[config.mk]
export PLATFORM = sky130hd
export DESIGN_NAME = bank_xlate
export DESIGN_NICKNAME = d
export VERILOG_FILES = /design/src/rtl/bank_xlate_pkg.sv /design/src/rtl/bank_cfg_regs.sv /design/src/rtl/bank_window_xlate.sv /design/src/rtl/bank_region_decode.sv /design/src/rtl/bank_xlate.sv
export SDC_FILE = /design/constraint.sdc
export NUM_CORES = 1
export LEC_CHECK = 0
export BUFFER_PORTS_ARGS = -buffer_cell sky130_fd_sc_hd__buf_2
export CAP_MARGIN = 25
export CORE_MARGIN = 10
export CORE_UTILIZATION = 40
export DETAILED_ROUTE_END_ITERATION = 8
export GPL_TIMING_DRIVEN = 0
export PLACE_DENSITY = 0.61
export SYNTH_ARGS = -nofsm -noshare
export SYNTH_HDL_FRONTEND = slang
export SYNTH_HIERARCHICAL = 1
export SYNTH_SLANG_ARGS = --single-unit
[constraint.sdc]
create_clock -name clk -period 5 [get_ports clk]
set_clock_uncertainty 0.2 [all_clocks]
set_input_delay 0 -clock clk [delete_from_list [all_inputs] [get_ports clk]]
set_output_delay 0 -clock clk [all_outputs]
set_load 0.005 [all_outputs]
[src/rtl/bank_xlate_pkg.sv]
package bank_xlate_pkg;

   // Region select bit positions; the external bit is the last one.
   localparam int REG_IO  = 0;
   localparam int REG_EE  = 1;
   localparam int REG_NV  = 2;
   localparam int REG_RAM = 3;
   localparam int REG_EXT = 4;
   localparam int REG_N   = 5;

   typedef enum logic [1:0] {
      CFG_WIN_LO = 2'd0,
      CFG_WIN_HI = 2'd1,
      CFG_SHIFT  = 2'd2,
      CFG_VBASE  = 2'd3
   } cfg_sel_e;

   // True when a lies in [base, base + bytes).
   function automatic logic span_hit(input logic [15:0] a,
                                     input logic [15:0] base,
                                     input int unsigned bytes);
      logic [31:0] a_w;
      logic [31:0] b_w;
      a_w = 32'(a);
      b_w = 32'(base);
      return (a_w >= b_w) && (a_w < (b_w + bytes));
   endfunction

endpackage

[src/rtl/bank_cfg_regs.sv]
module bank_cfg_regs
   import bank_xlate_pkg::*;
#(
   parameter int         ADDR_W   = 16,
   parameter int         PHYS_W   = 24,
   parameter int         SHIFT_W  = 5,
   parameter logic [7:0] INIT_RST = 8'h01
) (
   input  logic               clk,
   input  logic               rst_n,
   input  logic               cfg_we,
   input  logic [1:0]         cfg_sel,
   input  logic [PHYS_W-1:0]  cfg_wdata,
   input  logic               init_we,
   input  logic [7:0]         init_wdata,
   output logic [ADDR_W-1:0]  win_lo,
   output logic [ADDR_W-1:0]  win_hi,
   output logic [SHIFT_W-1:0] shift,
   output logic [PHYS_W-1:0]  vbase,
   output logic [7:0]         init_q
);

   cfg_sel_e sel;
   assign sel = cfg_sel_e'(cfg_sel);

   always_ff @(posedge clk or negedge rst_n) begin
      if (!rst_n) begin
         win_lo <= '0;
         win_hi <= '0;
         shift  <= '0;
         vbase  <= '0;
      end else if (cfg_we) begin
         case (sel)
            CFG_WIN_LO: win_lo <= cfg_wdata[ADDR_W-1:0];
            CFG_WIN_HI: win_hi <= cfg_wdata[ADDR_W-1:0];
            CFG_SHIFT:  shift  <= cfg_wdata[SHIFT_W-1:0];
            default:    vbase  <= cfg_wdata;
         endcase
      end
   end

   always_ff @(posedge clk or negedge rst_n) begin
      if (!rst_n)       init_q <= INIT_RST;
      else if (init_we) init_q <= init_wdata;
   end

   // a shift write lands in the shift register on the next edge
   a_r10_shift_load: assert property (@(posedge clk) disable iff (!rst_n)
      (cfg_we && cfg_sel == 2'd2) |=> shift == $past(cfg_wdata[SHIFT_W-1:0]));

   // a write to another register leaves the window start untouched
   a_r10_lo_keep: assert property (@(posedge clk) disable iff (!rst_n)
      (cfg_we && cfg_sel != 2'd0) |=> $stable(win_lo));

endmodule

[src/rtl/bank_window_xlate.sv]
module bank_window_xlate #(
   parameter int ADDR_W  = 16,
   parameter int PAGE_W  = 8,
   parameter int PHYS_W  = 24,
   parameter int SHIFT_W = 5
) (
   input  logic [ADDR_W-1:0]  addr,
   input  logic [PAGE_W-1:0]  page,
   input  logic [ADDR_W-1:0]  win_lo,
   input  logic [ADDR_W-1:0]  win_hi,
   input  logic [SHIFT_W-1:0] shift,
   input  logic [PHYS_W-1:0]  vbase,
   output logic               hit,
   output logic [PHYS_W-1:0]  phys
);

   logic [ADDR_W-1:0] off;
   logic [PHYS_W-1:0] off_ext;
   logic [PHYS_W-1:0] page_sh;
   logic [PHYS_W-1:0] xlat;

   always_comb begin
      hit     = (addr >= win_lo) && (addr < win_hi);
      off     = addr - win_lo;
      off_ext = PHYS_W'(off);
      page_sh = PHYS_W'(page) << shift;
      xlat    = off_ext + page_sh + vbase;
      phys    = hit ? xlat : PHYS_W'(addr);
   end

endmodule

[src/rtl/bank_region_decode.sv]
module bank_region_decode
   import bank_xlate_pkg::*;
#(
   parameter int          ADDR_W    = 16,
   parameter bit          IO_WIDE   = 1'b0,
   parameter int unsigned RAM_BYTES = 1024,
   parameter logic [15:0] EE_BASE   = 16'hB000,
   parameter int unsigned EE_BYTES  = 512,
   parameter logic [15:0] NV_BASE   = 16'hC000,
   parameter int unsigned NV_BYTES  = 1024
) (
   input  logic [ADDR_W-1:0] addr,
   input  logic [7:0]        init_q,
   output logic [REG_N-2:0]  raw,
   output logic [REG_N-1:0]  sel
);

   localparam int NIB_LO = ADDR_W - 4;

   logic io_hit;
   logic ram_hit;
   logic ee_hit;
   logic nv_hit;

   // I/O span variant: the two sizes differ only in how many offset
   // bits must be zero inside the selected 4 KB slot.
   generate
      if (IO_WIDE) begin : g_io_wide
         localparam int IO_LG = 10;
         assign io_hit = (addr[ADDR_W-1:NIB_LO] == init_q[3:0]) &&
                         (addr[NIB_LO-1:IO_LG] == '0);
      end else begin : g_io_narrow
         localparam int IO_LG = 6;
         assign io_hit = (addr[ADDR_W-1:NIB_LO] == init_q[3:0]) &&
                         (addr[NIB_LO-1:IO_LG] == '0);
      end
   endgenerate

   assign ram_hit = (addr[ADDR_W-1:NIB_LO] == init_q[7:4]) &&
                    (32'(addr[NIB_LO-1:0]) < RAM_BYTES);
   assign ee_hit  = span_hit(addr, EE_BASE, EE_BYTES);
   assign nv_hit  = span_hit(addr, NV_BASE, NV_BYTES);

   always_comb begin
      raw          = '0;
      raw[REG_IO]  = io_hit;
      raw[REG_EE]  = ee_hit;
      raw[REG_NV]  = nv_hit;
      raw[REG_RAM] = ram_hit;
   end

   // Fixed priority: lower index wins.
   generate
      for (genvar i = 0; i < REG_N - 1; i++) begin : g_prio
         if (i == 0) begin : g_first
            assign sel[i] = raw[i];
         end else begin : g_rest
            assign sel[i] = raw[i] & ~(|raw[i-1:0]);
         end
      end
   endgenerate

   assign sel[REG_EXT] = ~(|raw);

endmodule

[src/rtl/bank_xlate.sv]
module bank_xlate
   import bank_xlate_pkg::*;
#(
   parameter int          ADDR_W    = 16,
   parameter int          PAGE_W    = 8,
   parameter int          PHYS_W    = 24,
   parameter int          SHIFT_W   = 5,
   parameter bit          IO_WIDE   = 1'b0,
   parameter int unsigned RAM_BYTES = 1024,
   parameter logic [15:0] EE_BASE   = 16'hB000,
   parameter int unsigned EE_BYTES  = 512,
   parameter logic [15:0] NV_BASE   = 16'hC000,
   parameter int unsigned NV_BYTES  = 1024,
   parameter logic [7:0]  INIT_RST  = 8'h01
) (
   input  logic              clk,
   input  logic              rst_n,
   input  logic              cfg_we,
   input  logic [1:0]        cfg_sel,
   input  logic [23:0]       cfg_wdata,
   input  logic              init_we,
   input  logic [7:0]        init_wdata,
   input  logic              acc_vld,
   input  logic [15:0]       acc_addr,
   input  logic [7:0]        acc_page,
   output logic              res_vld,
   output logic [23:0]       res_addr,
   output logic [4:0]        res_region
);

   localparam logic [REG_N-1:0] REGION_RST = REG_N'(1) << REG_EXT;

   generate
      if (ADDR_W != 16) begin : g_chk_addr
         $error("bank_xlate: ADDR_W must be 16");
      end
      if (PHYS_W != 24 || PAGE_W != 8) begin : g_chk_port
         $error("bank_xlate: port widths fixed at PHYS_W=24, PAGE_W=8");
      end
      if (PHYS_W < ADDR_W) begin : g_chk_phys
         $error("bank_xlate: PHYS_W must cover ADDR_W");
      end
      if (SHIFT_W < 1 || SHIFT_W > 6) begin : g_chk_shift
         $error("bank_xlate: SHIFT_W out of range");
      end
      if (RAM_BYTES > 4096 || RAM_BYTES == 0) begin : g_chk_ram
         $error("bank_xlate: RAM must fit inside one 4 KB slot");
      end
   endgenerate

   logic [ADDR_W-1:0]  win_lo;
   logic [ADDR_W-1:0]  win_hi;
   logic [SHIFT_W-1:0] shift;
   logic [PHYS_W-1:0]  vbase;
   logic [7:0]         init_q;
   logic               win_hit;
   logic [PHYS_W-1:0]  phys;
   logic [REG_N-2:0]   raw;
   logic [REG_N-1:0]   sel;

   bank_cfg_regs #(
      .ADDR_W(ADDR_W), .PHYS_W(PHYS_W), .SHIFT_W(SHIFT_W), .INIT_RST(INIT_RST)
   ) u_cfg (
      .clk(clk), .rst_n(rst_n),
      .cfg_we(cfg_we), .cfg_sel(cfg_sel), .cfg_wdata(cfg_wdata),
      .init_we(init_we), .init_wdata(init_wdata),
      .win_lo(win_lo), .win_hi(win_hi), .shift(shift), .vbase(vbase),
      .init_q(init_q)
   );

   bank_window_xlate #(
      .ADDR_W(ADDR_W), .PAGE_W(PAGE_W), .PHYS_W(PHYS_W), .SHIFT_W(SHIFT_W)
   ) u_win (
      .addr(acc_addr), .page(acc_page),
      .win_lo(win_lo), .win_hi(win_hi), .shift(shift), .vbase(vbase),
      .hit(win_hit), .phys(phys)
   );

   bank_region_decode #(
      .ADDR_W(ADDR_W), .IO_WIDE(IO_WIDE), .RAM_BYTES(RAM_BYTES),
      .EE_BASE(EE_BASE), .EE_BYTES(EE_BYTES),
      .NV_BASE(NV_BASE), .NV_BYTES(NV_BYTES)
   ) u_dec (
      .addr(acc_addr), .init_q(init_q), .raw(raw), .sel(sel)
   );

   always_ff @(posedge clk or negedge rst_n) begin
      if (!rst_n) begin
         res_vld    <= 1'b0;
         res_addr   <= '0;
         res_region <= REGION_RST;
      end else begin
         res_vld <= acc_vld;
         if (acc_vld) begin
            res_addr   <= phys;
            res_region <= sel;
         end
      end
   end

   // every access yields a result on the next edge
   a_r5_latency: assert property (@(posedge clk) disable iff (!rst_n)
      acc_vld |=> res_vld);

   // idle cycles drop valid and keep the outputs
   a_r5_hold: assert property (@(posedge clk) disable iff (!rst_n)
      !acc_vld |=> (!res_vld && $stable(res_addr) && $stable(res_region)));

   // exactly one region bit at all times
   a_r9_onehot: assert property (@(posedge clk) disable iff (!rst_n)
      $countones(res_region) == 1);

   // external only when the decoder saw no on-chip hit
   a_r9_ext: assert property (@(posedge clk) disable iff (!rst_n)
      (acc_vld && raw == '0) |=> res_region[REG_EXT]);

   // an I/O hit beats every other region
   a_r8_io_wins: assert property (@(posedge clk) disable iff (!rst_n)
      (acc_vld && raw[REG_IO]) |=> res_region[REG_IO]);

   // outside the window the address is passed through
   a_r4_passthru: assert property (@(posedge clk) disable iff (!rst_n)
      (acc_vld && !win_hit) |=> res_addr == PHYS_W'($past(acc_addr)));

   // an empty window never translates
   a_r3_empty: assert property (@(posedge clk) disable iff (!rst_n)
      (win_hi <= win_lo) |-> !win_hit);

endmodule

# After elaboration in Yosys (flattened, before gate mapping)
# Cells that the tools add are included.
[totals] reg_bits=99 input_bits=63 out_inout_bits=30 elab_cells=47
[op_classes] n_addsub=3 magnitude_cmp=7 eq_ne=4 shifts=1 muxes=1 bitwise=8 reduce_logical=15
[op_table] cell=">= comparator 16 bit, second input constant" n=2
[op_table] cell="< comparator 16 bit, second input constant" n=2
[op_table] cell="adder 16 x 24 -> 24 bit" n=1
[op_table] cell="adder 24 bit" n=1
[op_table] cell="2-to-1 mux 24 bit" n=1
[op_table] cell="<< shifter 8 x 5 -> 24 bit" n=1
[op_table] cell=">= comparator 16 bit" n=1
[op_table] cell="< comparator 16 bit" n=1
[op_table] cell="subtractor 16 bit" n=1
[op_table] cell="< comparator 12 x 11 -> 1 bit, second input constant" n=1
[op_table] cell="== test 4 bit" n=2
[op_table] cell="AND reduction 2 bit" n=4
[op_table] cell="logical NOT 6 bit" n=1
[op_table] cell="OR reduction 3 bit" n=2
[op_table] cell="logical AND 1 bit" n=5
[op_table] cell="inverter 1 bit" n=5
[op_table] cell="OR reduction 4 bit" n=1
[op_table] cell="bitwise AND 1 bit" n=3
[op_table] cell="== test 2 x 1 -> 1 bit, second input constant" n=1
[op_table] cell="== test 2 bit, second input constant" n=1
[op_table] cell="logical NOT 2 bit" n=1
[op_table] cell="OR reduction 2 bit" n=1

# Longest topological paths before layout
[depth] depth_word=5 depth_mapped=22

# Cells and area by module
# Netlist, hierarchy kept.
[by_module_without_submodules] mod="bank_window_xlate" instances=1 cells_each=554 area_each_um2=3828.7 seq_area_each_um2=0.0
[by_module_without_submodules] mod="bank_cfg_regs" instances=1 cells_each=147 area_each_um2=2591.2 seq_area_each_um2=1727.9
[by_module_without_submodules] mod="bank_xlate" instances=1 cells_each=62 area_each_um2=1143.6 seq_area_each_um2=752.0
[by_module_without_submodules] mod="bank_region_decode" instances=1 cells_each=27 area_each_um2=222.7 seq_area_each_um2=0.0

# Worst setup path before layout
# OpenSTA, ideal clock, no wires.
[synth_timing] path_type="register to register" startpoint="register u_cfg.win_lo[0]" endpoint="register res_addr[23]" setup_ps=125 t_arrival_ps=4544 t_required_ps=4675 path_slack_ps=131 path_stages_with_launch=21 n_path_buf=1 period_less_slack_ps=4869 path_cell_list="dfrtp_1 ha_1 fa_1 nor2b_1 o211ai_1 a211oi_1 nor2_1 o21ai_0 xnor2_1 fa_1 inv_1 ha_1 clkbuf_1 a21o_1 a21o_1 a21o_1 a221oi_1 nand3_1 o22ai_1 mux2_2 mux2_2"
[synth_via] elab_chain_cells=4 elab_cells_between_ends=6
[synth_rtl] element="start: declaration" line="bank_cfg_regs.sv:16" text="output logic [ADDR_W-1:0] win_lo,"
[synth_rtl] element="start signal: assignment" line="bank_cfg_regs.sv:34" text="CFG_WIN_LO: win_lo <= cfg_wdata[ADDR_W-1:0];"
[synth_rtl] element="subtractor 16 bit" line="bank_window_xlate.sv:24" text="off = addr - win_lo;"
[synth_rtl] element="adder 16 x 24 -> 24 bit" line="bank_window_xlate.sv:27" text="xlat = off_ext + page_sh + vbase;"
[synth_rtl] element="adder 24 bit" line="bank_window_xlate.sv:27"
[synth_rtl] element="2-to-1 mux 24 bit *" line="bank_window_xlate.sv:28" text="phys = hit ? xlat : PHYS_W'(addr);"
[synth_rtl] element="net phys[23]" line="bank_xlate.sv:57" text="logic [PHYS_W-1:0] phys;"
[synth_rtl] element="end signal: assignment" line="bank_xlate.sv:95" text="res_addr <= phys;"
[synth_rtl] element="end: declaration" line="bank_xlate.sv:27" text="output logic [23:0] res_addr,"
# Mark *: on every way through the listed nets, which the timed path passes. The rest lies on a longest branch.
# A chain may end at the register's enable or synchronous reset.

# Worst setup path in the final report
# Ends and elaborated chain as after synthesis.

==> impl_metrics.env <==
export IMPL_status="complete, no violations"
export IMPL_avgViaCountPerCell=5.09
export IMPL_final_util_pct=51.4
export IMPL_die_area_um2=25400
export IMPL_wire_per_inst_um=16.8
export IMPL_grt_usage_pct=16.2
export IMPL_crit_required_ns=5.04
export IMPL_timing_final_crit_share_pct=98.1
export IMPL_area_growth_pct=25.2
export IMPL_synth_nets=928
export IMPL_ios=93
export IMPL_drt_iter0_drc=285
export IMPL_wl_mm=20.6
export IMPL_tightest_slew_ns=0.641
export IMPL_overflow=0
export IMPL_ir_drop_mv=0.201
export IMPL_cts_made_buffers=9
export IMPL_critPathLaunchType="flip-flop"
export IMPL_cp_data_arrival_time_ns=4.94
export IMPL_first_pass_iters=5
export IMPL_setup_violations_final=0
export IMPL_max_freq_ghz=0.204
export IMPL_htreeDepth=3
export IMPL_critical_path_class="reg -> reg"
export IMPL_layout_drive_gt1_share_pct=29.8
export IMPL_nFillCells=1788
export IMPL_cap_violations=0
export IMPL_hpwl_mm=16.1
export IMPL_drc=0
export IMPL_antennaDiodeCount=0
export IMPL_path_buf_inv=1
export IMPL_powerDensity_nw_per_um2=482
export IMPL_endpoint_kind="flip-flop"
export IMPL_multi_input_comb_area_um2=4880
export IMPL_core_um2=18900
export IMPL_cts_root_buf="clkbuf_16"
export IMPL_synth_cells=786
export IMPL_critical_path_max_stage_delay_ns=0.54
export IMPL_min_period_ns=4.90
export IMPL_whs_ns=0.00827
export IMPL_cts_path_max_buffers=2
export IMPL_antenna_found_initial=0
export IMPL_hp_class="in -> async"
export IMPL_p_leak_nw=4.69
export IMPL_clock_latency_ns=0.36
export IMPL_layout_cells_most_common="inv_1"
export IMPL_crit_slowest_cell="fa_1"
export IMPL_port_buffers=91
export IMPL_cp_top_family="compound AO/OA/AOI/OAI gates"
export IMPL_cp_max_fo=7
export IMPL_dieWidth_um=159
export IMPL_relSlewSlack_pct=56.9
export IMPL_nets=1104
export IMPL_num_rows=50
export IMPL_clkTransAtPathRegs_ns=0.07
export IMPL_grt_pass1_wl_mm=33.7
export IMPL_clock_sinks=99
export IMPL_vias=6240
export IMPL_ant_nets=0
export IMPL_cts_tree="built"
export IMPL_start_util_pct=41.1
export IMPL_die_h_um=159
export IMPL_cpMostUsedCell="a21o_1"
export IMPL_gp_congestion=0.906
export IMPL_syn_area_um2=7760
export IMPL_grt_pass1_vias=6443
export IMPL_grt_max_degree=53
export IMPL_slew_violations=0
export IMPL_layout_common_cells="inv_1 (100), mux2_2 (98), dfrtp_1 (97)"
export IMPL_yosysWarnings=6
export IMPL_crit_chain="ha_1 -> fa_2 -> nor2b_2 -> o211ai_1 -> a211oi_2 -> nor2_2 -> o21ai_2 -> xnor2_2 -> fa_1 -> inv_1 -> ha_4 -> a21o_1 -> a21o_1 -> a21o_1 -> a221oi_2 -> nand3_2 -> o22ai_2 -> mux2_2 -> mux2_2"
export IMPL_final_hold_violation_count=0
export IMPL_synth_avg_cell_area_um2=9.87
export IMPL_regArea_um2=2480
## report_power, final
group | switching (mW) | total (mW) | internal (mW)
Sequential | 0.105 | 1.09 | 0.987
Combinational | 1.57 | 2.87 | 1.30
Clock | 0.322 | 0.717 | 0.394
Total | 2.00 | 4.68 | 2.68
## per-layer routing
| layer | track usage [%] | vias to the layer above | share of wire [%] |
|---|---|---|---|
| met5 | 0 | - | 0 |
| met2 | 27.1 | 128 | 48 |
| met4 | 5.31 | 0 | 2.2 |
| met1 | 20.7 | 2979 | 46 |
| met3 | 3.10 | 28 | 3.9 |
| li1 | - | 3105 | - |
## stage by stage
| stage | TNS, ns | area, µm² | instances | power [mW] | setup slack (ns) |
|---|---|---|---|---|---|
| final | 0 | 9710 | 1227 | 4.68 | 0.0955 |
| after global routing | -0.0556 | 9710 | 1227 | 5.11 | -0.0477 |
| after CTS | 0 | 9610 | 1221 | 4.63 | 0.00713 |
| after detailed placement | -0.954 | 8570 | 1138 | 3.77 | -0.466 |
| after global placement | -0.838 | 8540 | 1137 | 3.73 | -0.420 |
| after floorplan | 0 | 7760 | 786 | 3.08 | 0.131 |
## state kept, by name, indices dropped and copies added, names as in the netlist
name and count:
res_addr 24, res_region 5, res_vld 1, u_cfg/init_q 8, u_cfg/shift 5, u_cfg/vbase 24, u_cfg/win_hi 16, u_cfg/win_lo 16
## final cells by class
class	count	area share (%)
multi-input cells	563	50.2
flip-flops and latches	99	25.5
repair buffers	167	12.4
inverters	101	3.90
well taps	260	3.35
clock buffers	10	2.36
plain buffers	21	1.44
clock inverters	6	0.773
## repair_timing
action / CTS / global route
hold buffers: 63 / 0
pin swaps: 9 / 14
gates resized for setup: 17 / 16
endpoints found under the hold margin: 192 / 0
endpoints found under the setup margin: 5 / 9
setup buffers: 5 / 7
## path summary, 6_finish.rpt
check	from	endpoint	cells after the start	slack (ns)
setup reg to reg	u_cfg/win_lo[0]$_DFFE_PN0P_	res_addr[23]$_DFFE_PN0P_	19	0.1
max in group asynchronous	rst_n	u_cfg/win_lo[10]$_DFFE_PN0P_	3	3.92
min in group clk	acc_vld	res_vld$_DFF_PN0_	2	0.18
hold / removal	rst_n	u_cfg/vbase[20]$_DFFE_PN0P_	2	0.008
hold reg to reg	res_region[1]$_DFFE_PN0P_	res_region[1]$_DFFE_PN0P_	1	0.30
setup / recovery	u_cfg/win_lo[0]$_DFFE_PN0P_	res_addr[23]$_DFFE_PN0P_	19	0.1
Power figures use the tool's default switching activity.
